[config.mk]
export PLATFORM = sky130hd
export DESIGN_NAME = psw_core
export DESIGN_NICKNAME = d
export VERILOG_FILES = /design/src/rtl/psw_pkg.sv /design/src/rtl/psw_next.sv /design/src/rtl/psw_cond.sv /design/src/rtl/psw_core.sv
export SDC_FILE = /design/constraint.sdc
export NUM_CORES = 1
export LEC_CHECK = 0
export ABC_AREA = 1
export BUFFER_PORTS_ARGS = -buffer_cell sky130_fd_sc_hd__buf_2
export CAP_MARGIN = 0
export CORE_MARGIN = 5
export CORE_UTILIZATION = 40
export CTS_CLUSTER_SIZE = 24
export DETAILED_ROUTE_END_ITERATION = 7
export PLACE_DENSITY = 0.65
export SLEW_MARGIN = 10
export SYNTH_ARGS = -nofsm -noshare
export SYNTH_HDL_FRONTEND = slang
export SYNTH_SLANG_ARGS = --single-unit
[constraint.sdc]
create_clock -name clk -period 1.7 [get_ports clk]
set_input_delay 0.17 -clock clk [delete_from_list [all_inputs] [get_ports clk]]
set_output_delay 0.17 -clock clk [all_outputs]
set_load 0.05 [all_outputs]
[src/rtl/psw_pkg.sv]
package psw_pkg;
  localparam int WORD_W = 16;
  localparam int MASK_W = 3;
  localparam int SEL_W  = 4;
  localparam int OP_W   = 3;
  localparam int CCR_W  = 5;

  localparam int POS_T  = 15;
  localparam int POS_S  = 13;
  localparam int POS_IM = 8;
  localparam int POS_X  = 4;
  localparam int POS_N  = 3;
  localparam int POS_Z  = 2;
  localparam int POS_V  = 1;
  localparam int POS_C  = 0;

  localparam logic [WORD_W-1:0] RESET_WORD = 16'h2700;

  typedef enum logic [OP_W-1:0] {
    UPD_NONE = 3'd0,
    UPD_LOAD = 3'd1,
    UPD_CCR  = 3'd2,
    UPD_AND  = 3'd3,
    UPD_OR   = 3'd4,
    UPD_XOR  = 3'd5
  } upd_op_e;

  typedef struct packed {
    logic              trc;
    logic              sup;
    logic [MASK_W-1:0] ipm;
    logic              ext;
    logic              neg;
    logic              zer;
    logic              ovf;
    logic              cry;
  } psw_t;

  function automatic psw_t unpack_word(input logic [WORD_W-1:0] w);
    psw_t r;
    r.trc = w[POS_T];
    r.sup = w[POS_S];
    r.ipm = w[POS_IM +: MASK_W];
    r.ext = w[POS_X];
    r.neg = w[POS_N];
    r.zer = w[POS_Z];
    r.ovf = w[POS_V];
    r.cry = w[POS_C];
    return r;
  endfunction

  function automatic logic [WORD_W-1:0] pack_word(input psw_t p);
    logic [WORD_W-1:0] w;
    w = '0;
    w[POS_T] = p.trc;
    w[POS_S] = p.sup;
    w[POS_IM +: MASK_W] = p.ipm;
    w[POS_X] = p.ext;
    w[POS_N] = p.neg;
    w[POS_Z] = p.zer;
    w[POS_V] = p.ovf;
    w[POS_C] = p.cry;
    return w;
  endfunction
endpackage

[src/rtl/psw_next.sv]
module psw_next
  import psw_pkg::*;
(
  input  psw_t              cur,
  input  logic [OP_W-1:0]   op,
  input  logic [WORD_W-1:0] operand,
  output psw_t              nxt
);
  psw_t opnd;
  assign opnd = unpack_word(operand);

  always_comb begin
    nxt = cur;
    unique case (op)
      UPD_LOAD: nxt = opnd;
      UPD_CCR: begin
        nxt.ext = opnd.ext;
        nxt.neg = opnd.neg;
        nxt.zer = opnd.zer;
        nxt.ovf = opnd.ovf;
        nxt.cry = opnd.cry;
      end
      UPD_AND: nxt = cur & opnd;
      UPD_OR:  nxt = cur | opnd;
      UPD_XOR: nxt = cur ^ opnd;
      default: nxt = cur;
    endcase
  end
endmodule

[src/rtl/psw_cond.sv]
module psw_cond
  import psw_pkg::*;
(
  input  psw_t             flags,
  input  logic [SEL_W-1:0] sel,
  output logic             hit
);
  localparam int NCOND = 1 << SEL_W;
  logic [NCOND-1:0] tbl;
  logic sgn_ok;

  assign sgn_ok = ~(flags.neg ^ flags.ovf);

  always_comb begin
    tbl     = '0;
    tbl[0]  = 1'b1;
    tbl[1]  = 1'b0;
    tbl[2]  = ~flags.cry & ~flags.zer;
    tbl[3]  = flags.cry | flags.zer;
    tbl[4]  = ~flags.cry;
    tbl[5]  = flags.cry;
    tbl[6]  = ~flags.zer;
    tbl[7]  = flags.zer;
    tbl[8]  = ~flags.ovf;
    tbl[9]  = flags.ovf;
    tbl[10] = ~flags.neg;
    tbl[11] = flags.neg;
    tbl[12] = sgn_ok;
    tbl[13] = ~sgn_ok;
    tbl[14] = sgn_ok & ~flags.zer;
    tbl[15] = flags.zer | ~sgn_ok;
  end

  assign hit = tbl[sel];
endmodule

[src/rtl/psw_core.sv]
module psw_core
  import psw_pkg::*;
(
  input  logic              clk,
  input  logic              rst_n,
  input  logic [2:0]        upd_op,
  input  logic [15:0]       upd_word,
  input  logic [3:0]        cond_sel,
  output logic [15:0]       psw_word,
  output logic              cond_true
);
  psw_t state_q;
  psw_t state_d;

  psw_next u_next (
    .cur     (state_q),
    .op      (upd_op),
    .operand (upd_word),
    .nxt     (state_d)
  );

  always_ff @(posedge clk or negedge rst_n) begin
    if (!rst_n) state_q <= unpack_word(RESET_WORD);
    else        state_q <= state_d;
  end

  psw_cond u_cond (
    .flags (state_q),
    .sel   (cond_sel),
    .hit   (cond_true)
  );

  assign psw_word = pack_word(state_q);
endmodule

---- Word-level counts from Yosys, hierarchy flattened ----
Index checks and enable logic that the tools add are counted.
storage, ports and cells
  register bits ........................... 10
  output and inout port bits .............. 17
  word-level logic and storage cells ...... 34
operators by class
  bitwise gates (word level) .............. 13
  $lt $le $gt $ge ......................... 1
  reduce and logical (&&, ||, !) cells .... 3
  muxes and demuxes ....................... 4
  equal/unequal tests ..................... 5
operator list
  kind                                                                   number
  5-bit case mux with 4 select lines                                     2
  10-bit bitwise AND                                                     1
  10-bit OR                                                              1
  10-bit bitwise XOR                                                     1
  4-bit nonzero test                                                     2
  3-bit by 2-bit equality test with 1-bit output, second input constant  2
  3-bit equality test, second input constant                             2
  4-bit by 5-bit < comparator with 1-bit output, second input constant   1
  1-bit inverter                                                         5
  1-bit binary-select mux with 4-bit select                              1
  3-bit by 1-bit equality test with 1-bit output, second input constant  1
  1-bit bitwise AND                                                      2
  1-bit OR                                                               2
  2-bit OR reduction                                                     1
  1-bit two-way mux                                                      1
  1-bit bitwise XOR                                                      1

---- Longest topological paths before layout ----
Gate-level depths: netlist of run 1.
  word-level depth ........................ 5
  depth in mapped cells ................... 9
  mapped depth without buffers ............ 9

---- By module ----
Synthesis of run 1 repeated with hierarchy kept, for this count alone.
unflattened totals
  cells, all modules ...................... 205
  area, all modules ....................... 1,385.1 um^2
by module, submodules not included
  module    cells each  instances  area an instance (um^2)
  psw_next  146         1          900.9
  psw_core  17          1          304.0
  psw_cond  42          1          180.2

---- Worst setup path after synthesis of run 1 ----
OpenSTA, ideal clock, no wires.
  path type ............................... register to output
  start point ............................. register state_q, in the netlist psw_word[2]
  end point ............................... output cond_true
  required time ........................... 1.530 ns
  path slack .............................. 0.035 ns
  data arrival time ....................... 1.495 ns
  cell stages (with the launch flop) ...... 9
  cells stage by stage .................... dfrtp_1 > inv_1 > nand2_1 > nand3_1 > nand2_1 > nand2_1 > nand2_1 > nand2_1 > nand2_1
on the way
  longest elaborated chain between the ends .. 4
  elaborated cells between the ends (all ways) .. 7
RTL lines
  what                                           RTL line                                        RTL
  start, declared                                psw_core.sv:12                                  psw_t state_q;
  start signal, assigned                         psw_core.sv:23                                  if (!rst_n) state_q <= unpack_word(RESET_WORD);
  start signal, assigned                         psw_core.sv:24                                  else state_q <= state_d;
  1-bit inverter                                 psw_cond.sv:18, psw_cond.sv:22, psw_cond.sv:30
  1-bit bitwise AND, on equally long branches    psw_cond.sv:18, psw_cond.sv:30
  1-bit binary-select mux with 4-bit select (*)  psw_cond.sv:34                                  assign hit = tbl[sel];
  1-bit two-way mux (not written as such) (*)    psw_cond.sv:34
  end, declared                                  psw_core.sv:10                                  output logic cond_true
Every way passes the cells marked *; elsewhere a longest branch is shown, timed or not. The select of a mux whose other input is x is not followed.

---- Final worst setup path of run 1 ----
  start point ............................. register state_q, in the netlist psw_word[1]
  end point ............................... output cond_true
on the way
  longest elaborated chain between the ends .. 5
  elaborated cells between the ends (all ways) .. 7
RTL lines
  what                                           RTL line        RTL
  1-bit bitwise XOR                              psw_cond.sv:12  assign sgn_ok = ~(flags.neg ^ flags.ovf);
  1-bit inverter                                 psw_cond.sv:12
  1-bit bitwise AND                              psw_cond.sv:30  tbl[14] = sgn_ok & ~flags.zer;
  1-bit binary-select mux with 4-bit select (*)  psw_cond.sv:34
  1-bit two-way mux (not written as such) (*)    psw_cond.sv:34
Marks and branches as above.

==> results.json, run 1 <==
{
  "muxShareOfSynthArea": 0,
  "final_nets": 277,
  "ys_types": 21,
  "worstReg2RegEnd": "psw_word[0]",
  "gp_congestion": 0.756,
  "end_kind": "primary output",
  "hold_violations": 0,
  "synth.top_cell.area_share": 0.191,
  "grt_max_degree": 16,
  "htreeDepth": 1,
  "drtIter0Drc": 52,
  "rows": 20,
  "ir_worst_vdd_mv": 0.338,
  "leakage_nw": 0.888,
  "critPathLaunchType": "flop",
  "die_area_mm2": 0.00452,
  "synth_compound_area_frac": 0.121,
  "hp-start": "upd_word[8]",
  "mappedNetlistArea_mm2": 0.00131,
  "clkTransAtPathRegs_ps": 70,
  "slew_viol_final": 0,
  "r2r_slack_ps": 460,
  "grt.total_usage": 0.153,
  "synth_seq_area_share": 0.195,
  "largest_reg_flops": 10,
  "synthCells": 200,
  "ys.flop_type": "dfrtp_1",
  "grt_overflow": 0,
  "wl_per_cell_um": 11.2,
  "worstPathArrival_ps": 1410,
  "num_antenna_cells": 0,
  "synthSimpleGateAreaFrac": 0.348,
  "rsz0062_at_grt": "true",
  "period_minus_slack_ps": 1580,
  "yosysMostFrequentCell": "nand2_1",
  "ant_nets": 0,
  "syn_area_per_cell_um2": 6.54,
  "yosys_warnings": 0,
  "start_util": 0.422,
  "insertion_delay_ps": 270,
  "yosys.area_share.xor_xnor": 0,
  "drive_gt1_frac": 0.247,
  "post_synth_fa_ha_maj_area_fraction": 0.191,
  "p_per_area_mw_per_mm2": 715,
  "min_to": "psw_word[8]",
  "totalWireLength_mm": 3.09,
  "post-route-util": 0.490,
  "synthTopCellsByArea": "ha_1 19%, nand2_1 17%, dfrtp_1 11%",
  "synth_edf_count": 0,
  "io_pins": 42,
  "core_region_area_mm2": 0.00310,
  "root_buffer": "clkbuf_4",
  "nFillCells": 338,
  "drv_cap": 0,
  "synth_top_family_by_area": "simple AND/OR/NAND/NOR gates",
  "cts_buffers": 3,
  "holdPathStages": 3,
  "grt_antenna_before_repair": 0,
  "grt_pass1_wl_mm": 5.44,
  "ys_async_sr_fraction": 1.00,
  "avgViaCountPerCell": 4.69,
  "finalSetupViolations": 0,
  "cts_tree": "done",
  "hp-class": "primary input to flop",
  "tns_ps": 0,
  "skew_ps": 0,
  "drcViolationCount": 0,
  "cts.path.max_buffers": 2,
  "die_height_um": 67.2,
  "outcome": "complete, no violations",
  "r2r_start": "psw_word[0]",
  "firstDrtPassIters": 4,
  "port_buffers": 29,
  "path_class": "flop to primary output",
  "worstPathMaxFanout": 7,
  "place_area_mm2": 0.00147,
  "max_freq_mhz": 634,
  "grt_pass1_vias": 1254,
  "reg2regPathDepth": 6,
  "hpwl_mm": 2.26,
  "synthTopCellsByCount": "58 x nand2_1, 28 x inv_1, 20 x ha_1, 15 x nor2_1, 15 x o21ai_0",
  "finalCritPeriodShare": 0.928,
  "fp.dieW_um": 67.2,
  "final_area_mm2": 0.00152,
  "num_vias": 1291,
  "crit_required_ps": 1530,
  "areaGrowthSynthToFinish_pct": 16.2,
  "yosysTopAreaCell": "ha_1",
  "clock_sinks": 10,
  "post_cts_buffers": 0,
  "synth.ff_latch_count": 10
}
## cell type report
type	count	area, µm²	area share
multi-input combinational	154	887	0.584
sequential	10	259	0.170
timing repair buffer	32	176	0.116
inverter	31	116	0.0765
tap	44	55.1	0.0362
clock buffer	4	26.3	0.0173
## worst max path at each step
| stage | endpoint | cells after the start | slack, ps | from |
|---|---|---|---|---|
| floorplan | cond_true | 8 | 40 | psw_word[2] |
| global placement | cond_true | 10 | 310 | psw_word[1] |
| detailed placement | cond_true | 10 | 290 | psw_word[1] |
| CTS | cond_true | 10 | 10 | psw_word[1] |
| global route | cond_true | 10 | -70 | psw_word[1] |
| finish | cond_true | 10 | 120 | psw_word[1] |
## report_power, final
part | internal [mW] | switching, mW | leakage [nW]
clock network | 0.0910 | 0.0930 | 0.0150
logic | 0.162 | 0.396 | 0.761
registers | 0.291 | 0.0538 | 0.112
total | 0.543 | 0.543 | 0.888
## routing by layer
layer	vias to the layer above	routed length [µm]	part of all wire	track usage
met5	-	0	0	0
met3	4	160	0.052	0.0399
met4	0	18	0.0058	0.0228
met1	566	1500	0.48	0.203
met2	34	1410	0.46	0.255
li1	687	-	-	-
## critical path: stages, from the launching register on
cell     delay [ps]
dfrtp_2         470
inv_2            90
nand2_1          50
nand2_1          60
nor2_1           40
nand2_1          50
nand2_1          50
nand2_1          60
nand2_1          50
nand2_1          70
buf_6           160
## kinds of logic (layout without fill, tap and decap cells)
group                    Yosys count  after routing
AO/OA/AOI/OAI                     28             28
adder cells (fa/ha/maj)           20             20
buffers and inverters             41             67
flip-flops                        10             10
other                              1              6
AND/OR/NAND/NOR                  100            100
## stage by stage
| step | cells | hold slack [ps] | power [mW] | setup slack (ps) |
|---|---|---|---|---|
| floorplan | 205 | -126 | 0.766 | 35.1 |
| global placement | 270 | 54.4 | 0.891 | 311 |
| detailed placement | 270 | 55.3 | 0.896 | 294 |
| CTS | 275 | 218 | 1.09 | 10.6 |
| global route | 275 | 243 | 1.19 | -69.7 |
| finish | 275 | 226 | 1.09 | 122 |
## layout by cell type (no fill, tap or decap), types with 3 or more instances in the layout
master / instances
nor2_1: 15
nand2_1: 58
nand2_4: 3
o21ai_0: 15
o21ai_2: 5
dfrtp_2: 3
o21ai_1: 8
buf_2: 28
clkbuf_4: 3
conb_1: 6
ha_1: 20
nand3_1: 11
dfrtp_1: 3
nand4_1: 9
dfstp_2: 4
inv_1: 25
inv_2: 6
## timing repair
action,CTS,global route
hold buffers,1,0
endpoints found under the setup margin,1,1
endpoints found under the hold margin,6,0
cloned,0,0
gates resized for setup,1,7
Note: power is estimated with default switching activity, not from simulation.
==> run 2: changes to the inputs <==
- ABC_AREA: 1 -> default
- PLACE_DENSITY: 0.65 -> 0.66
==> results.json, run 2 <==
{
  "r2r_slack_ps": 210,
  "p_comb_frac": 0.517,
  "p_sw_mw": 0.495,
  "synthTopCellsByArea": "ha_1 20%, dfrtp_1 12%, o21ai_0 9.0%",
  "cts_tree": "done",
  "max_freq_mhz": 576,
  "outcome": "complete, but fails checks",
  "yosysTopAreaCell": "ha_1",
  "gp_congestion": 0.814,
  "mappedNetlistArea_mm2": 0.00122,
  "finalCritPeriodShare": 1.02,
  "synthCells": 152,
  "drive_gt1_frac": 0.278,
  "synthTopCellsByCount": "22 x inv_1, 22 x o21ai_0, 20 x ha_1, 11 x nand2_1, 11 x o211ai_1",
  "totalWireLength_mm": 2.91,
  "die_area_mm2": 0.00427,
  "wl_per_cell_um": 13.6,
  "rsz0062_at_grt": "true",
  "switching_share": 0.468,
  "ys_async_sr_fraction": 1.00,
  "tns_ps": -35.4,
  "largest_reg_flops": 10,
  "crit_required_ps": 1530,
  "end_kind": "primary output",
  "cts.path.max_buffers": 2,
  "insertion_delay_ps": 270,
  "drv_cap": 0,
  "hp-class": "primary input to async pin",
  "num_antenna_cells": 0,
  "hold_violations": 0,
  "final_nets": 226,
  "clock_sinks": 10,
  "drtIter0Drc": 47,
  "start_util": 0.408,
  "grt_pass1_wl_mm": 4.76,
  "power_frac_seq": 0.314,
  "grt.total_usage": 0.137,
  "ys_types": 33,
  "htreeDepth": 1,
  "ant_nets": 0,
  "synth_edf_count": 0,
  "grt_pass1_vias": 1099,
  "mostFrequentLayoutCells": "28 x buf_2, 22 x o21ai_0, 21 x inv_1",
  "ir_worst_vdd_mv": 0.461,
  "max_stage_delay_ps": 390,
  "finalSetupViolations": 1,
  "synth.ff_latch_count": 10,
  "setup_ws_ps": -35.4,
  "worstPathMaxFanout": 4,
  "port_buffers": 29,
  "drcViolationCount": 0,
  "clkTransAtPathRegs_ps": 80,
  "syn_area_per_cell_um2": 8.05,
  "crit_slowest_cell": "dfrtp_2",
  "grt_antenna_before_repair": 0,
  "ys.flop_type": "dfrtp_1",
  "leakage_nw": 0.726,
  "firstDrtPassIters": 4,
  "p_per_area_mw_per_mm2": 737,
  "violations": "negative setup slack",
  "hpwl_mm": 2.14,
  "worstPathArrival_ps": 1570,
  "critPathLaunchType": "flop",
  "fp.dieW_um": 65.3,
  "root_buffer": "clkbuf_4",
  "p_int_mw": 0.563,
  "avgViaCountPerCell": 5.47,
  "yosys_warnings": 0,
  "path_class": "flop to primary output",
  "die_height_um": 65.3,
  "core_region_area_mm2": 0.00300,
  "rows": 20,
  "cp_num_buf_inv": 1,
  "grt_overflow": 0,
  "skew_ps": 0,
  "cts_buffers": 3,
  "synth.top_cell.area_share": 0.204,
  "critPathTopFamily": "compound AO/OA/AOI/OAI gates",
  "synth_seq_area_share": 0.209,
  "power.share.clock": 0.169,
  "io_pins": 42,
  "grt_max_degree": 31,
  "period_minus_slack_ps": 1740,
  "post-route-util": 0.478,
  "worstPathCellList": "nor3_2 > a211o_1 > a41oi_2 > xnor2_4 > buf_6",
  "slew_viol_final": 0,
  "num_vias": 1166,
  "mostFrequentLayoutCell": "buf_2",
  "areaGrowthSynthToFinish_pct": 17.4
}
[run 2: metrics by stage]
step,hold slack (ps),std cells,setup WS [ps],instance area (µm²),power [mW]
2_1_floorplan,-126,157,6.54,1260,0.737
3_3_place_gp,50.6,205,109,1360,0.826
3_5_place_dp,52.8,205,99.9,1360,0.852
4_1_cts,301,213,-18.0,1440,1.07
5_1_grt,321,213,-82.6,1440,1.13
6_report,285,213,-35.4,1440,1.06
[run 2: final timing paths]
check | from | to | cells past startpoint
setup reg to reg | psw_word[4] | psw_word[4] | 6
min in group clk | upd_word[8] | psw_word[8] | 5
hold reg to reg | psw_word[15] | psw_word[15] | 2
hold / removal | rst_n | psw_word[15] | 2
max in group asynchronous | rst_n | psw_word[10] | 2
setup / recovery | psw_word[1] | cond_true | 5
[run 2: power by group through the flow]
stage	sequential, mW	combinational, mW	clock, mW
final	0.332	0.547	0.179
after floorplan	0.453	0.283	0
after detailed placement	0.336	0.516	0
after global placement	0.331	0.495	0
after global routing	0.339	0.602	0.193
after CTS	0.332	0.554	0.180
[run 2: final cells by class]
class / count / area [µm²]
inverters: 22 / 82.6
well taps: 33 / 41.3
repair buffers: 33 / 184
clock buffers: 4 / 26.3
flip-flops and latches: 10 / 256
multi-input cells: 111 / 846
fillers: 303 / 1570
[run 2: timing repair]
item	CTS	global route
endpoints found under the setup margin	1	1
hold buffers	1	0
pin swaps	3	4
setup buffers	3	0
resized for setup	5	0
endpoints found under the hold margin	6	0
[run 2: per-layer routing]
metal | vias to the layer above | track usage | wire, µm
met1 | 553 | 0.168 | 1290
met2 | 36 | 0.245 | 1460
met3 | 2 | 0.0274 | 147
met4 | 0 | 0.0285 | 10
li1 | 575 | - | -
met5 | - | 0 | 0
[run 2: kinds of logic after synthesis]
family          after synthesis  share of synthesized area
compound gates               52                      0.294
flops                        10                      0.209
xor+xnor                      2                     0.0143
buf+inv                      36                      0.140
simple gates                 31                      0.135
other cells                   1                    0.00306
fa+ha+maj                    20                      0.204
[run 2: worst reg2reg max path, stage by stage (launching register included)]
cell	delay [ps]
dfrtp_1	430
inv_1	70
ha_1	280
nor2b_1	110
o21ai_1	110
a32oi_1	260
o21ai_0	110
